`config.mk`:
```
export PLATFORM = sky130hd
export DESIGN_NAME = sar_adc_ctrl
export DESIGN_NICKNAME = d
export VERILOG_FILES = /design/src/rtl/sar_pkg.sv /design/src/rtl/sar_ctrl.sv /design/src/rtl/sar_datapath.sv /design/src/rtl/sar_regfile.sv /design/src/rtl/sar_adc_ctrl.sv
export SDC_FILE = /design/constraint.sdc
export NUM_CORES = 1
export LEC_CHECK = 0
export ABC_AREA = 1
export BUFFER_PORTS_ARGS = -buffer_cell sky130_fd_sc_hd__clkbuf_2
export CORE_UTILIZATION = 40
export DETAILED_ROUTE_END_ITERATION = 7
export PLACE_DENSITY_LB_ADDON = 0.25
export SLEW_MARGIN = 40
export SYNTH_ARGS = -nofsm -noshare
export SYNTH_HDL_FRONTEND = slang
export SYNTH_SLANG_ARGS = --single-unit
```
`constraint.sdc`:
```
create_clock -name clk -period 3.85 [get_ports clk]
set_clock_uncertainty 0.15 [all_clocks]
set_input_delay 0.1925 -clock clk [delete_from_list [all_inputs] [get_ports clk]]
set_output_delay 0.1925 -clock clk [all_outputs]
set_load 0.005 [all_outputs]
```
`src/rtl/sar_pkg.sv`:
```
package sar_pkg;
  localparam int CODE_W = 8;
  localparam int IDX_W = $clog2(CODE_W);

  localparam logic [1:0] ADDR_CTRL = 2'd0;
  localparam logic [1:0] ADDR_RESULT = 2'd1;
  localparam logic [1:0] ADDR_IRQ = 2'd2;

  localparam int CHAN_W = 3;
  localparam int LADDER_BIT = 3;
  localparam int DONE_BIT = 7;
  localparam int IRQ_FLAG_BIT = 0;
  localparam int IRQ_SRC_BIT = 7;

  typedef struct packed {
    logic clear;
    logic setBit;
    logic [IDX_W-1:0] setIdx;
    logic dropBit;
    logic [IDX_W-1:0] dropIdx;
  } dpCmd_t;

  typedef enum logic [1:0] {ST_IDLE, ST_SETUP, ST_TRIAL, ST_STORE} sarState_t;
endpackage

```
`src/rtl/sar_ctrl.sv`:
```
module sar_ctrl
  import sar_pkg::*;
#(
  parameter int TRIAL_CYC = 6
) (
  input  logic   clk,
  input  logic   rstN,
  input  logic   startPulse,
  input  logic   cmpHigh,
  output dpCmd_t cmd,
  output logic   done,
  output logic   convDone
);
  localparam int CNT_W = (TRIAL_CYC > 1) ? $clog2(TRIAL_CYC) : 1;
  localparam int TOTAL_CYC = CODE_W * TRIAL_CYC + 2;
  localparam int EL_W = $clog2(TOTAL_CYC + 1);

  sarState_t stateQ;
  logic [IDX_W-1:0] bitIdxQ;
  logic [CNT_W-1:0] cntQ;
  logic doneQ;
  logic lastCyc;
  logic [EL_W-1:0] elapsedQ;

  assign lastCyc = (cntQ == CNT_W'(TRIAL_CYC - 1));
  assign done = doneQ;
  assign convDone = (stateQ == ST_STORE) && !startPulse;

  always_comb begin
    cmd = '0;
    cmd.clear = startPulse;
    cmd.dropIdx = bitIdxQ;
    cmd.setIdx = bitIdxQ - IDX_W'(1);
    if (!startPulse) begin
      if (stateQ == ST_SETUP) begin
        cmd.setBit = 1'b1;
        cmd.setIdx = IDX_W'(CODE_W - 1);
      end else if (stateQ == ST_TRIAL && lastCyc) begin
        cmd.dropBit = !cmpHigh;
        cmd.setBit = (bitIdxQ != '0);
      end
    end
  end

  always_ff @(posedge clk) begin
    if (!rstN) begin
      stateQ <= ST_IDLE;
      bitIdxQ <= '0;
      cntQ <= '0;
      doneQ <= 1'b1;
    end else if (startPulse) begin
      stateQ <= ST_SETUP;
      bitIdxQ <= IDX_W'(CODE_W - 1);
      cntQ <= '0;
      doneQ <= 1'b0;
    end else begin
      unique case (stateQ)
        ST_IDLE: ;
        ST_SETUP: begin
          stateQ <= ST_TRIAL;
          cntQ <= '0;
        end
        ST_TRIAL: begin
          if (lastCyc) begin
            cntQ <= '0;
            if (bitIdxQ == '0) stateQ <= ST_STORE;
            else bitIdxQ <= bitIdxQ - IDX_W'(1);
          end else begin
            cntQ <= cntQ + CNT_W'(1);
          end
        end
        ST_STORE: begin
          stateQ <= ST_IDLE;
          doneQ <= 1'b1;
        end
        default: stateQ <= ST_IDLE;
      endcase
    end
  end

  // cycles since the latest start, for the budget check only
  always_ff @(posedge clk) begin
    if (!rstN) elapsedQ <= '0;
    else if (startPulse) elapsedQ <= EL_W'(1);
    else if (!doneQ) elapsedQ <= elapsedQ + EL_W'(1);
  end

  AST_DONE_LOW_WHILE_BUSY: assert property (@(posedge clk) disable iff (!rstN)
    (stateQ != ST_IDLE) |-> !doneQ);
  AST_WITHIN_BUDGET: assert property (@(posedge clk) disable iff (!rstN)
    !doneQ |-> (elapsedQ <= EL_W'(TOTAL_CYC)));
  AST_RESTART_FROM_TOP: assert property (@(posedge clk) disable iff (!rstN)
    startPulse |=> (stateQ == ST_SETUP && !doneQ));
endmodule

```
`src/rtl/sar_datapath.sv`:
```
module sar_datapath
  import sar_pkg::*;
(
  input  logic              clk,
  input  logic              rstN,
  input  dpCmd_t            cmd,
  output logic [CODE_W-1:0] code
);
  logic [CODE_W-1:0] codeQ, codeD;

  always_comb begin
    codeD = codeQ;
    if (cmd.clear) begin
      codeD = '0;
    end else begin
      if (cmd.dropBit) codeD[cmd.dropIdx] = 1'b0;
      if (cmd.setBit) codeD[cmd.setIdx] = 1'b1;
    end
  end

  always_ff @(posedge clk) begin
    if (!rstN) codeQ <= '0;
    else codeQ <= codeD;
  end

  assign code = codeQ;

  AST_CLEAR_ON_START: assert property (@(posedge clk) disable iff (!rstN)
    cmd.clear |=> (codeQ == '0));
  AST_TRIAL_BIT_SET: assert property (@(posedge clk) disable iff (!rstN)
    (cmd.setBit && !cmd.clear) |=> codeQ[$past(cmd.setIdx)]);
  AST_LOWER_BITS_CLEAR: assert property (@(posedge clk) disable iff (!rstN)
    (cmd.setBit && !cmd.clear) |-> ((codeQ & ((CODE_W'(1) << cmd.setIdx) - CODE_W'(1))) == '0));
endmodule

```
`src/rtl/sar_regfile.sv`:
```
module sar_regfile
  import sar_pkg::*;
(
  input  logic              clk,
  input  logic              rstN,
  input  logic [1:0]        addr,
  input  logic              wrEn,
  input  logic [7:0]        wrData,
  output logic [7:0]        rdData,
  input  logic [CODE_W-1:0] code,
  input  logic              done,
  input  logic              convDone,
  input  logic              extIrq,
  output logic              startPulse,
  output logic [CHAN_W-1:0] chanSel,
  output logic              ladderOn,
  output logic              irqReq
);
  logic [6:0] ctrlQ;
  logic srcSelQ, irqQ, extQ;
  logic ctrlWr, irqWr, irqSet, irqClr;

  assign ctrlWr = wrEn && (addr == ADDR_CTRL);
  assign irqWr = wrEn && (addr == ADDR_IRQ);
  assign startPulse = ctrlWr && !wrData[DONE_BIT];
  assign irqSet = srcSelQ ? convDone : (extIrq && !extQ);
  assign irqClr = irqWr && !wrData[IRQ_FLAG_BIT];

  always_ff @(posedge clk) begin
    if (!rstN) begin
      ctrlQ <= '0;
      srcSelQ <= 1'b0;
      irqQ <= 1'b0;
      extQ <= 1'b0;
    end else begin
      extQ <= extIrq;
      if (ctrlWr) ctrlQ <= wrData[6:0];
      if (irqWr) srcSelQ <= wrData[IRQ_SRC_BIT];
      if (irqSet) irqQ <= 1'b1;
      else if (irqClr) irqQ <= 1'b0;
    end
  end

  assign chanSel = ctrlQ[CHAN_W-1:0];
  assign ladderOn = ctrlQ[LADDER_BIT];
  assign irqReq = irqQ;

  always_comb begin
    rdData = '0;
    unique case (addr)
      ADDR_CTRL: rdData = {done, ctrlQ};
      ADDR_RESULT: rdData = 8'(code);
      ADDR_IRQ: begin
        rdData[IRQ_SRC_BIT] = srcSelQ;
        rdData[IRQ_FLAG_BIT] = irqQ;
      end
      default: rdData = '0;
    endcase
  end

  AST_IRQ_WITH_DONE: assert property (@(posedge clk) disable iff (!rstN)
    (convDone && srcSelQ) |=> irqQ);
  AST_IRQ_KEPT_ON_START: assert property (@(posedge clk) disable iff (!rstN)
    (startPulse && irqQ) |=> irqQ);
  AST_PIN_MODE_QUIET: assert property (@(posedge clk) disable iff (!rstN)
    (!srcSelQ && !irqQ && !(extIrq && !extQ)) |=> !irqQ);
endmodule

```
`src/rtl/sar_adc_ctrl.sv`:
```
module sar_adc_ctrl
  import sar_pkg::*;
#(
  parameter int TRIAL_CYC = 6
) (
  input  logic              clk,
  input  logic              rstN,
  input  logic [1:0]        addr,
  input  logic              wrEn,
  input  logic [7:0]        wrData,
  output logic [7:0]        rdData,
  input  logic              cmpHigh,
  input  logic              extIrq,
  output logic [CODE_W-1:0] dacCode,
  output logic [CHAN_W-1:0] chanSel,
  output logic              ladderOn,
  output logic              irqReq
);
  dpCmd_t cmd;
  logic startPulse, done, convDone;
  logic [CODE_W-1:0] code;

  sar_ctrl #(.TRIAL_CYC(TRIAL_CYC)) ctrl_i (
    .clk(clk), .rstN(rstN), .startPulse(startPulse), .cmpHigh(cmpHigh),
    .cmd(cmd), .done(done), .convDone(convDone)
  );

  sar_datapath dp_i (.clk(clk), .rstN(rstN), .cmd(cmd), .code(code));

  sar_regfile regs_i (
    .clk(clk), .rstN(rstN), .addr(addr), .wrEn(wrEn), .wrData(wrData),
    .rdData(rdData), .code(code), .done(done), .convDone(convDone),
    .extIrq(extIrq), .startPulse(startPulse), .chanSel(chanSel),
    .ladderOn(ladderOn), .irqReq(irqReq)
  );

  assign dacCode = code;
endmodule

```
=== Word-level counts from Yosys, hierarchy flattened ===
Cells that the tools add are included.

* Bits in registers: 27
* Logic and storage cells: 90
* Input port bits: 15
* Output and inout port bits: 21

* Add/sub/neg operators: 2
* Muxes and demuxes: 31
* Bitwise logic cells: 4
* Order comparisons: 4
* Equality and inequality tests: 11
* Reductions and logical operators: 28

{| class="wikitable"
|+ Operators with widths
! kind !! count
|-
| two-way mux 8 bit || 3
|-
| two-way mux 3 bit || 6
|-
| two-way mux 1 bit || 12
|-
| one-hot mux 6 bit (2 select lines) || 1
|-
| nonzero test 2 bit || 5
|-
| logical AND 1 bit || 9
|-
| AND reduction 3 bit || 3
|-
| AND 8 bit || 1
|-
| less-than comparator 3 x 4 -> 1 bit (second input constant) || 2
|-
| NOT 8 bit || 1
|-
| OR 8 bit || 1
|-
| demux 1 bit (select 3 bit) || 2
|-
| equality test 2 bit (second input constant) || 3
|-
| greater-or-equal comparator 3 x 1 -> 1 bit (second input constant) || 2
|-
| one-hot mux 1 bit (3 select lines) || 2
|-
| one-hot mux 2 bit (3 select lines) || 1
|-
| one-hot mux 3 bit (2 select lines) || 1
|-
| nonzero test 3 bit || 2
|-
| zero test 1 bit || 5
|-
| two-way mux 5 bit || 1
|-
| equality test 2 x 1 -> 1 bit (second input constant) || 2
|-
| two-way mux 2 bit || 2
|-
| != test 2 x 1 -> 1 bit (second input constant) || 2
|-
| nonzero test 4 bit || 1
|-
| 10 further kinds || 10
|}

=== Longest topological paths before layout ===
Gate-level depths: netlist of the first run.

* Depth in word-level cells: 11
* Depth in mapped cells: 10
* Mapped depth without buffers: 10

=== By module ===
A second synthesis of the first run with hierarchy kept.

* Cells, all modules: 220
* Area total of the unflattened synthesis: 1,507.7 um^2

{| class="wikitable"
|+ Modules (own cells, without submodules)
! module !! seq. area each (um^2) !! times used !! area each (um^2) !! cells an instance
|-
| sar_ctrl || 180.2 || 1 || 609.3 || 88
|-
| sar_regfile || 200.2 || 1 || 510.5 || 70
|-
| sar_datapath || 160.2 || 1 || 387.9 || 62
|}

=== Least setup slack after synthesis of the first run ===
OpenSTA, ideal clock, no wires.

* Path type: reg2reg
* Start: register ctrl_i.bitIdxQ[0]
* End: register dp_i.codeQ[0] (netlist: dp_i.code[0])
* Setup slack: 2.204 ns
* Arrival: 1.426 ns
* Stages on the path, launching flop included: 8
* Period minus slack after synthesis: 1.646 ns
* Setup time: 0.070 ns
* Buffers on the path: 0
* Data required time: 3.630 ns
* Cells stage by stage: dfxtp_1 inv_1 ha_1 ha_1 inv_1 nor2_1 nand2_1 a21oi_1

* Cells in the longest elaborated chain, start to end: 10
* Elaborated cells on any way between the ends: 22
* Those cells by class: 1 x add/sub; 4 x order compare; 11 x mux; 3 x bitwise; 3 x reduce/logical

{| class="wikitable"
|+ RTL lines
! element !! line !! source
|-
| start: declaration || sar_ctrl.sv:19 || <nowiki>logic [IDX_W-1:0] bitIdxQ;</nowiki>
|-
| start signal: assignment || sar_ctrl.sv:53 || <nowiki>bitIdxQ <= IDX_W'(CODE_W - 1);</nowiki>
|-
| start signal: assignment || sar_ctrl.sv:67 || <nowiki>else bitIdxQ <= bitIdxQ - IDX_W'(1);</nowiki>
|-
| parallel branches: the longest is 9 deep, another holds less-than comparator 3 x 4 -> 1 bit || - ||
|-
| two-way mux 8 bit * || sar_datapath.sv:17 || <nowiki>if (cmd.setBit) codeD[cmd.setIdx] = 1'b1;</nowiki>
|-
| end signal: assignment || sar_datapath.sv:23 || <nowiki>else codeQ <= codeD;</nowiki>
|-
| end: declaration || sar_datapath.sv:9 || <nowiki>logic [CODE_W-1:0] codeQ, codeD;</nowiki>
|}

Every way passes the cells marked *. The select of a mux whose other input is x is not followed.
A chain may end at the register's enable or synchronous reset.

=== Worst setup path in the final report of the first run ===
Same ends and word-level chain as after synthesis.

==> report_table.html, run 1 <==
<table>
<tr><th>Metric</th><th>Value</th></tr>
<tr><th colspan="2">Status</th></tr>
<tr><td>Result of the run</td><td>finished, final reports clean</td></tr>
<tr><th colspan="2">Cells and area</th></tr>
<tr><td>Fraction of final layout cells sized beyond drive strength 1</td><td>a little under a fifth</td></tr>
<tr><td>Area growth from synthesis to layout</td><td>21.8%</td></tr>
<tr><td>Final Cell Area</td><td>1760 um^2</td></tr>
<tr><td>Antenna Diode Count</td><td>0</td></tr>
<tr><td>Number of nets in the final layout</td><td>271</td></tr>
<tr><th colspan="2">Synth</th></tr>
<tr><td>Leading cell type by number of instances after synthesis</td><td>nand2_1</td></tr>
<tr><td>Seq/Total Area, Yosys</td><td>37.5%</td></tr>
<tr><td>Netlist area before placement</td><td>between 1000 and 1500 um^2</td></tr>
<tr><td>Post-synthesis instance total</td><td>between 200 and 250</td></tr>
<tr><td>Area share of xor/xnor cells in the synthesized design</td><td>0.608%</td></tr>
<tr><td>Post-synth EDFFs</td><td>0</td></tr>
<tr><td>Synth top area share</td><td>37.5%</td></tr>
<tr><td>Post-synth top cells</td><td>nand2_1, nor2_1, dfxtp_1, inv_1, o21ai_0</td></tr>
<tr><td>Post-synthesis register bit count</td><td>27</td></tr>
<tr><td>Share of flip-flops with an asynchronous set or reset</td><td>0%</td></tr>
<tr><td>Fraction of the mapped netlist area in compound gates</td><td>18.0%</td></tr>
<tr><td>Cell type contributing the most total cell area after synthesis</td><td>dfxtp_1</td></tr>
<tr><td>Average cell area after synthesis</td><td>7.00 um^2</td></tr>
<tr><td>Top_reg_cell synth</td><td>dfxtp_1</td></tr>
<tr><td>Largest cells by area after synthesis</td><td>dfxtp_1, nand2_1, o21ai_0, nor2_1, inv_1</td></tr>
<tr><td>Mux contribution to synthesized area</td><td>0%</td></tr>
<tr><td>Combinational family with the most area after synthesis</td><td>simple AND/OR/NAND/NOR gates</td></tr>
<tr><td>Simple-gate share of the synthesized area</td><td>about 28%</td></tr>
<tr><td>Synthesized-area fraction occupied by adder cells</td><td>6.08%</td></tr>
<tr><td>Synthesized net count</td><td>roughly 230</td></tr>
<tr><td>Yosys warnings</td><td>0</td></tr>
<tr><td>Unique cell type count in the Yosys netlist</td><td>22</td></tr>
<tr><th colspan="2">Clock tree</th></tr>
<tr><td>Total CTS buffers</td><td>3</td></tr>
<tr><td>Clock tree from TritonCTS</td><td>yes</td></tr>
<tr><td>H-tree level count</td><td>1</td></tr>
<tr><td>CTS clock-pin slew for the worst setup and hold paths</td><td>0.15 ns</td></tr>
<tr><td>Post-CTS Setup Bufs</td><td>0</td></tr>
<tr><td>Longest Clk Path Bufs</td><td>2</td></tr>
<tr><td>Clock root buffer</td><td>clkbuf_4</td></tr>
<tr><td>Clk Latency, worst-skew pair</td><td>between 0.3 and 0.4 ns</td></tr>
<tr><td>Quantity of gates resized following cts</td><td>0</td></tr>
<tr><td>Sinks on the clock net</td><td>27</td></tr>
<tr><td>Cts-stage hold buffer count</td><td>9</td></tr>
<tr><th colspan="2">Timing</th></tr>
<tr><td>Rel. slew slack</td><td>64.9%</td></tr>
<tr><td>Tightest Pin Transition</td><td>0.524 ns</td></tr>
<tr><td>Max Transition Viols Final</td><td>0</td></tr>
<tr><td>Final period utilization</td><td>between 40% and 50%</td></tr>
<tr><td>Max Freq</td><td>520 MHz</td></tr>
<tr><td>Min Clock Period, post-route</td><td>1.92 ns</td></tr>
<tr><td>Number of failing hold endpoints at the final stage</td><td>0</td></tr>
<tr><td>Setup-violating endpoint count in the final report</td><td>0</td></tr>
<tr><td>RSZ-0062 raised after global routing</td><td>false</td></tr>
<tr><td>Accumulated negative setup slack</td><td>0 ns</td></tr>
<tr><td>Smallest setup slack after layout</td><td>between 1.5 and 2 ns</td></tr>
<tr><th colspan="2">Power and ir drop</th></tr>
<tr><td>Reg power frac</td><td>approximately 58%</td></tr>
<tr><td>Maximum vdd ir drop</td><td>~0.19 mV</td></tr>
<tr><td>Leak</td><td>around 0.0008 uW</td></tr>
<tr><td>Net load switching power</td><td>between 150 and 200 uW</td></tr>
<tr><td>Power per cell area</td><td>294 nW/um^2</td></tr>
<tr><td>Total internal power</td><td>366 uW</td></tr>
<tr><td>Combinational power share</td><td>16.9%</td></tr>
<tr><td>Clock share of power</td><td>about a quarter</td></tr>
<tr><td>Net switching fraction of the power</td><td>between 20 and 30%</td></tr>
<tr><th colspan="2">Worst setup path</th></tr>
<tr><td>Maximum single-stage delay on the critical path</td><td>~0.48 ns</td></tr>
<tr><td>Data arrival time of the worst path</td><td>around 2.1 ns</td></tr>
<tr><td>Worst Setup Path Type</td><td>reg -&gt; reg</td></tr>
<tr><td>Series of cell instances along the critical path</td><td>inv_1, ha_1, ha_1, inv_1, nor2_1, nand2_1, a21oi_1</td></tr>
<tr><td>Slowest cell on the critical path</td><td>dfxtp_1</td></tr>
<tr><td>CP Max Fanout</td><td>7</td></tr>
<tr><td>Required time of the worst setup path</td><td>slightly below 4 ns</td></tr>
<tr><td>Element type at the critical path start</td><td>register</td></tr>
<tr><td>Family with the most delay on the worst path</td><td>adder cells</td></tr>
<tr><td>Type of destination of the critical path</td><td>register</td></tr>
<tr><td>Number of buffers and inverters on the critical path</td><td>2</td></tr>
<tr><th colspan="2">Global routing</th></tr>
<tr><td>Wire length of the first global-routing pass</td><td>between 5000 and 6000 um</td></tr>
<tr><td>Antenna violations before repair</td><td>0</td></tr>
<tr><td>GRT Residual Overflow</td><td>0</td></tr>
<tr><td>Maximum number of pins on one net before global-route repair</td><td>17</td></tr>
<tr><td>Overall fraction of global-route tracks in use</td><td>17.9%</td></tr>
<tr><td>Number of global-route vias before repair</td><td>approximately 1200</td></tr>
<tr><th colspan="2">Floorplanning</th></tr>
<tr><td>Starting density of the core</td><td>42.5%</td></tr>
<tr><td>Floorplan die height</td><td>62.0 um</td></tr>
<tr><td>Number of ports placed on the die boundary</td><td>36</td></tr>
<tr><td>Horizontal die dimension</td><td>approximately 62 um</td></tr>
<tr><td>Floorplan row count</td><td>21</td></tr>
<tr><td>Std-Cell Core Area</td><td>around 3400 um^2</td></tr>
<tr><td>Area of the die</td><td>about 3800 um^2</td></tr>
<tr><th colspan="2">Job</th></tr>
<tr><td>Number of max-cap violations</td><td>0</td></tr>
<tr><th colspan="2">Drt</th></tr>
<tr><td>DRC violation count after routing</td><td>0</td></tr>
<tr><td>Total number of vias</td><td>~1400</td></tr>
<tr><td>Sum of routed wire length over all layers</td><td>approximately 3200 um</td></tr>
<tr><td>ANT nets after route</td><td>0</td></tr>
<tr><td>Wire per inst</td><td>between 10 and 15 um</td></tr>
<tr><td>First DRT Iteration DRCs</td><td>44</td></tr>
<tr><td>Via-per-instance ratio</td><td>between 4 and 5</td></tr>
<tr><td>Total iterations of the first detailed-routing run</td><td>4</td></tr>
<tr><th colspan="2">Worst hold path</th></tr>
<tr><td>Hold Crit Class</td><td>in -&gt; reg</td></tr>
<tr><th colspan="2">Place</th></tr>
<tr><td>Minimum setup slack after placement</td><td>between 1.5 and 2 ns</td></tr>
<tr><td>Gpl congestion</td><td>between 0.8 and 0.9</td></tr>
<tr><td>Post-detailed-placement cell area</td><td>about 1600 um^2</td></tr>
<tr><td>Number of buffer cells added on primary ports</td><td>35</td></tr>
<tr><td>DP HPWL</td><td>around 2500 um</td></tr>
</table>
cells in the final DEF (no fill, tap or decap), drive strengths merged:
cell         synthesis  routed
nor2                33      33
nand3               13      13
nand2               38      38
dfxtp               27      27
a21oi               16      16
inv                 27      27
clkbuf               1      38
ha                   7       7
a22o                 5       5
xor2                 1       1
nand4                4       4
dlygate4sd3          0       9
nor3                 3       3
o211ai               1       1
clkinvlp             0       1
a211oi               1       1
o21ai               24      24
power by group through the flow:
stage	clock network, uW	logic, uW	registers, uW
after global placement	0	79.0	305
final	130	87.1	299
after detailed placement	0	79.6	305
after global routing	146	100	301
after floorplan	0	57.0	303
after CTS	137	86.9	299
cell families (layout without fill, tap and decap cells):
logic type      Yosys count  count (layout)
compound gates           47              47
xor+xnor                  1               1
simple gates             91              91
fa+ha+maj                 7               7
flops                    27              27
buf+inv                  33              75
sequential cells by signal, indices dropped and copies added, names as in the netlist:
register / count
regs_i.srcSelQ: 1
ctrl_i.bitIdxQ: 3
ctrl_i.stateQ: 2
ctrl_i.cntQ: 3
ctrl_i.done: 1
regs_i.ctrlQ: 7
regs_i.extQ: 1
regs_i.irqReq: 1
dp_i.code: 8
per-stage QoR:
step	hold WS [ns]	utilization (%)	cells	total power [uW]
2_1_floorplan	0.136	-	206	360
3_3_place_gp	0.242	48.2	281	384
3_5_place_dp	0.246	48.2	281	384
4_1_cts	0.0214	51.8	294	523
5_1_grt	0.0407	51.8	294	546
6_report	0.0307	51.8	294	516
per-layer routing:
metal	track usage, %	part of all wire (%)	wire [um]	up-vias
met1	23.1	51	1640	607
met3	4.35	3.4	111	2
met4	3.81	0.74	24	0
li1	-	-	-	757
met2	30.2	45	1470	31
met5	0	0	0	-
worst reg2reg max path, cell delays in order (launching register included):
cell     delay [ns]
dfxtp_1        0.48
inv_1          0.19
ha_1           0.24
ha_1           0.37
inv_1          0.08
nor2_1         0.14
nand2_1        0.08
a21oi_1        0.13
path summary, 6_finish.rpt:
kind                                       start                     endpoint  slack [ns]  cells past startpoint
setup / recovery  ctrl_i.bitIdxQ[0]$_SDFFE_PN0P_      dp_i.code[0]$_SDFF_PP0_        1.93                      7
hold / removal                              rstN     ctrl_i.done$_SDFFE_PN1P_        0.03                      2
setup reg to reg  ctrl_i.bitIdxQ[0]$_SDFFE_PN0P_      dp_i.code[0]$_SDFF_PP0_        1.93                      7
hold reg to reg      ctrl_i.cntQ[2]$_SDFFE_PP0N_  ctrl_i.cntQ[2]$_SDFFE_PP0N_        0.32                      2
cell type report:
type	count	area, um^2
inverter	27	101
multi-input combinational	146	761
fill	311	1630
sequential	27	541
clock buffer	3	22.5
timing repair buffer	44	265
tap	46	57.6
clock inverter	1	7.51
Note: power is estimated with default switching activity, not from simulation.
==> inputs of run 2 (changes only) <==
==> constraint.sdc (replaced) <==
create_clock -name clk -period 1.7 [get_ports clk]
set_clock_uncertainty 0.15 [all_clocks]
set_input_delay 0.085 -clock clk [delete_from_list [all_inputs] [get_ports clk]]
set_output_delay 0.085 -clock clk [all_outputs]
set_load 0.005 [all_outputs]
==> run 2 against run 1 <==
Non-clock buffer count is 24 higher. First-iteration DRC count up 110%. Die area stayed put.
==> report_table.html, run 2 (synthesis gave the netlist of run 1 again) <==
<table>
<tr><th>Metric</th><th>Value</th></tr>
<tr><th colspan="2">Place</th></tr>
<tr><td>DP HPWL</td><td>2540 um</td></tr>
<tr><td>Inst Count DP</td><td>roughly 290</td></tr>
<tr><td>Minimum setup slack after placement</td><td>just under 0.009 ns</td></tr>
<tr><td>Gpl congestion</td><td>about 0.87</td></tr>
<tr><td>Number of buffer cells added on primary ports</td><td>35</td></tr>
<tr><th colspan="2">Power and ir drop</th></tr>
<tr><td>Combinational power share</td><td>a little over a fifth</td></tr>
<tr><td>Total internal power</td><td>870 uW</td></tr>
<tr><td>Clock share of power</td><td>~24%</td></tr>
<tr><td>Net load switching power</td><td>roughly 370 uW</td></tr>
<tr><td>Leak</td><td>around 0.00094 uW</td></tr>
<tr><td>Post-route total power</td><td>approximately 1200 uW</td></tr>
<tr><td>Reg power frac</td><td>between 50% and 60%</td></tr>
<tr><td>Maximum vdd ir drop</td><td>approximately 0.43 mV</td></tr>
<tr><td>Net switching fraction of the power</td><td>approximately 30%</td></tr>
<tr><td>Power per cell area</td><td>a little over 600 nW/um^2</td></tr>
<tr><th colspan="2">Worst setup path</th></tr>
<tr><td>Data arrival time of the worst path</td><td>between 1.5 and 2 ns</td></tr>
<tr><td>Worst Setup Path Type</td><td>in -&gt; reg</td></tr>
<tr><td>Series of cell instances along the critical path</td><td>dlygate4sd3_1, clkbuf_2, inv_1, nor2_2, buf_4, o21ai_1, nor2_1, dlygate4sd3_1</td></tr>
<tr><td>Maximum single-stage delay on the critical path</td><td>between 0.5 and 0.6 ns</td></tr>
<tr><td>End of the worst register-to-register path</td><td>ctrl_i.bitIdxQ[0]$_SDFFE_PN0P_</td></tr>
<tr><td>Slowest cell on the critical path</td><td>dlygate4sd3_1</td></tr>
<tr><td>Worst flop-to-flop path startpoint</td><td>ctrl_i.bitIdxQ[1]$_SDFFE_PN0P_</td></tr>
<tr><td>Type of destination of the critical path</td><td>register</td></tr>
<tr><td>CP dominant cell by count</td><td>dlygate4sd3_1</td></tr>
<tr><td>Element type at the critical path start</td><td>input pin</td></tr>
<tr><td>Required time of the worst setup path</td><td>roughly 1.8 ns</td></tr>
<tr><td>CP Max Fanout</td><td>7</td></tr>
<tr><td>Worst Reg2Reg Path Length in Cells</td><td>8</td></tr>
<tr><td>FF-to-FF setup slack</td><td>0.10 ns</td></tr>
<tr><th colspan="2">Drt</th></tr>
<tr><td>Total number of vias</td><td>between 1500 and 2000</td></tr>
<tr><td>Via-per-instance ratio</td><td>~5</td></tr>
<tr><td>Total iterations of the first detailed-routing run</td><td>7</td></tr>
<tr><td>ANT nets after route</td><td>0</td></tr>
<tr><td>DRC violation count after routing</td><td>0</td></tr>
<tr><td>Sum of routed wire length over all layers</td><td>3750 um</td></tr>
<tr><td>Wire per inst</td><td>~12 um</td></tr>
<tr><td>First DRT Iteration DRCs</td><td>about 90</td></tr>
<tr><th colspan="2">Cells and area</th></tr>
<tr><td>Antenna Diode Count</td><td>0</td></tr>
<tr><td>Number of nets in the final layout</td><td>295</td></tr>
<tr><td>Sequential cell area</td><td>547 um^2</td></tr>
<tr><td>Multi-input logic area</td><td>a little over 800 um^2</td></tr>
<tr><td>Fraction of final layout cells sized beyond drive strength 1</td><td>25.7%</td></tr>
<tr><td>Fill cell instance count of the final layout</td><td>300</td></tr>
<tr><td>Post-route insts no fill</td><td>roughly 320</td></tr>
<tr><td>Most common cell after layout, fill and taps aside</td><td>nand2_1</td></tr>
<tr><td>Area growth from synthesis to layout</td><td>40.1%</td></tr>
<tr><td>Number of flip-flops in the largest register</td><td>8</td></tr>
<tr><td>Highest-count cells in the layout ignoring fill and taps</td><td>nand2_1, clkbuf_2, nor2_1, inv_1, dfxtp_1</td></tr>
<tr><th colspan="2">Global routing</th></tr>
<tr><td>Number of global-route vias before repair</td><td>1341</td></tr>
<tr><td>GRT Residual Overflow</td><td>0</td></tr>
<tr><td>Wire length of the first global-routing pass</td><td>between 5000 and 6000 um</td></tr>
<tr><td>Antenna violations before repair</td><td>0</td></tr>
<tr><td>Maximum number of pins on one net before global-route repair</td><td>17</td></tr>
<tr><td>Overall fraction of global-route tracks in use</td><td>a little over 20%</td></tr>
<tr><th colspan="2">Timing</th></tr>
<tr><td>Final Hold Slack</td><td>0.0204 ns</td></tr>
<tr><td>Max Transition Viols Final</td><td>0</td></tr>
<tr><td>Min Clock Period, post-route</td><td>roughly 1.7 ns</td></tr>
<tr><td>Smallest setup slack after layout</td><td>0.0185 ns</td></tr>
<tr><td>Max Freq</td><td>about 590 MHz</td></tr>
<tr><td>Setup-violating endpoint count in the final report</td><td>0</td></tr>
<tr><td>Number of failing hold endpoints at the final stage</td><td>0</td></tr>
<tr><td>RSZ-0062 raised after global routing</td><td>true</td></tr>
<tr><td>Tightest Pin Transition</td><td>~0.29 ns</td></tr>
<tr><td>Final period utilization</td><td>between 90% and 100%</td></tr>
<tr><td>Rel. slew slack</td><td>80.9%</td></tr>
<tr><th colspan="2">Worst hold path</th></tr>
<tr><td>Hold Crit Class</td><td>in -&gt; reg</td></tr>
<tr><td>Startpoint of the worst hold path</td><td>cmpHigh</td></tr>
<tr><td>Number of cells on the worst hold path</td><td>6</td></tr>
<tr><td>Endpoint of the worst hold path</td><td>dp_i.code[2]$_SDFF_PP0_</td></tr>
<tr><th colspan="2">Clock tree</th></tr>
<tr><td>Clock root buffer</td><td>clkbuf_4</td></tr>
<tr><td>Total CTS buffers</td><td>3</td></tr>
<tr><td>Longest Clk Path Bufs</td><td>2</td></tr>
<tr><td>Sinks on the clock net</td><td>27</td></tr>
<tr><td>Clk Latency, worst-skew pair</td><td>0.33 ns</td></tr>
<tr><td>CTS clock-pin slew for the worst setup and hold paths</td><td>around 0.16 ns</td></tr>
<tr><td>Clock tree from TritonCTS</td><td>yes</td></tr>
<tr><td>H-tree level count</td><td>1</td></tr>
<tr><th colspan="2">Floorplanning</th></tr>
<tr><td>Number of ports placed on the die boundary</td><td>36</td></tr>
<tr><td>Area of the die</td><td>between 3000 and 4000 um^2</td></tr>
<tr><td>Floorplan die height</td><td>62.0 um</td></tr>
<tr><td>Std-Cell Core Area</td><td>between 3000 and 4000 um^2</td></tr>
<tr><td>Starting density of the core</td><td>42.5%</td></tr>
<tr><td>Horizontal die dimension</td><td>62.0 um</td></tr>
<tr><td>Floorplan row count</td><td>21</td></tr>
<tr><th colspan="2">Status</th></tr>
<tr><td>Result of the run</td><td>finished, final reports clean</td></tr>
<tr><th colspan="2">Job</th></tr>
<tr><td>Number of max-cap violations</td><td>0</td></tr>
</table>
[run 2: cell count changes in the layout (fill, tap and decap cells not counted), sizes merged]
cell	change
buf	+13
dlygate4sd3	+11
[run 2: routing by layer]
layer	GRT usage (%)	vias up	wire, um
li1	-	806	-
met1	23.7	698	1760
met2	37.7	43	1760
met3	4.97	4	193
met4	4.76	0	44
met5	0	-	0
[run 2: how the worst max path moves through the flow]
stage                                        start                             end  cells past startpoint
global placement     ctrl_i.stateQ[0]$_SDFFE_PN0P_         dp_i.code[0]$_SDFF_PP0_                      7
CTS                  ctrl_i.stateQ[0]$_SDFFE_PN0P_         dp_i.code[6]$_SDFF_PP0_                      8
global route        ctrl_i.bitIdxQ[0]$_SDFFE_PN0P_  ctrl_i.bitIdxQ[0]$_SDFFE_PN0P_                      8
finish                                        wrEn    regs_i.ctrlQ[4]$_SDFFE_PN0N_                      8
detailed placement   ctrl_i.stateQ[0]$_SDFFE_PN0P_         dp_i.code[0]$_SDFF_PP0_                      7
floorplan           ctrl_i.bitIdxQ[0]$_SDFFE_PN0P_         dp_i.code[0]$_SDFF_PP0_                      7
[run 2: final cells by class]
| class | count | share of cell area, % |
|---|---|---|
| sequential | 27 | 27.1 |
| timing repair buffer | 68 | 23.4 |
| inverter | 27 | 5.02 |
| clock buffer | 3 | 1.12 |
| clock inverter | 1 | 0.372 |
| tap | 46 | 2.85 |
| multi-input combinational | 146 | 40.1 |
[run 2: power by group through the flow]
stage / Sequential [uW] / Clock [uW] / Combinational, uW
global route: 678 / 338 / 298
detailed placement: 685 / 0 / 207
CTS: 672 / 316 / 243
floorplan: 686 / 0 / 129
global placement: 685 / 0 / 206
finish: 674 / 299 / 263
[run 2: metrics by stage]
stage                     instance area [um^2]  util [%]  TNS (ns)
after floorplan                           1440         -         0
after global placement                    1710      50.5         0
after detailed placement                  1710      50.5         0
after CTS                                 1950      57.5         0
after global routing                      2020      59.6    -0.151
final                                     2020      59.6         0
[run 2: repair_timing]
item,in CTS,in global routing
hold endpoints to repair,14,0
buffers inserted,0,3
resized for setup,1,19
pin swaps,0,5
hold buffers,20,0
endpoints found under the setup margin,1,15
[run 2: critical path, delay by kind of cell]
| kind | cells | cell delay (ns) |
|---|---|---|
| buf+inv | 5 | 1.42 |
| compound gates | 1 | 0.15 |
| simple gates | 2 | 0.12 |
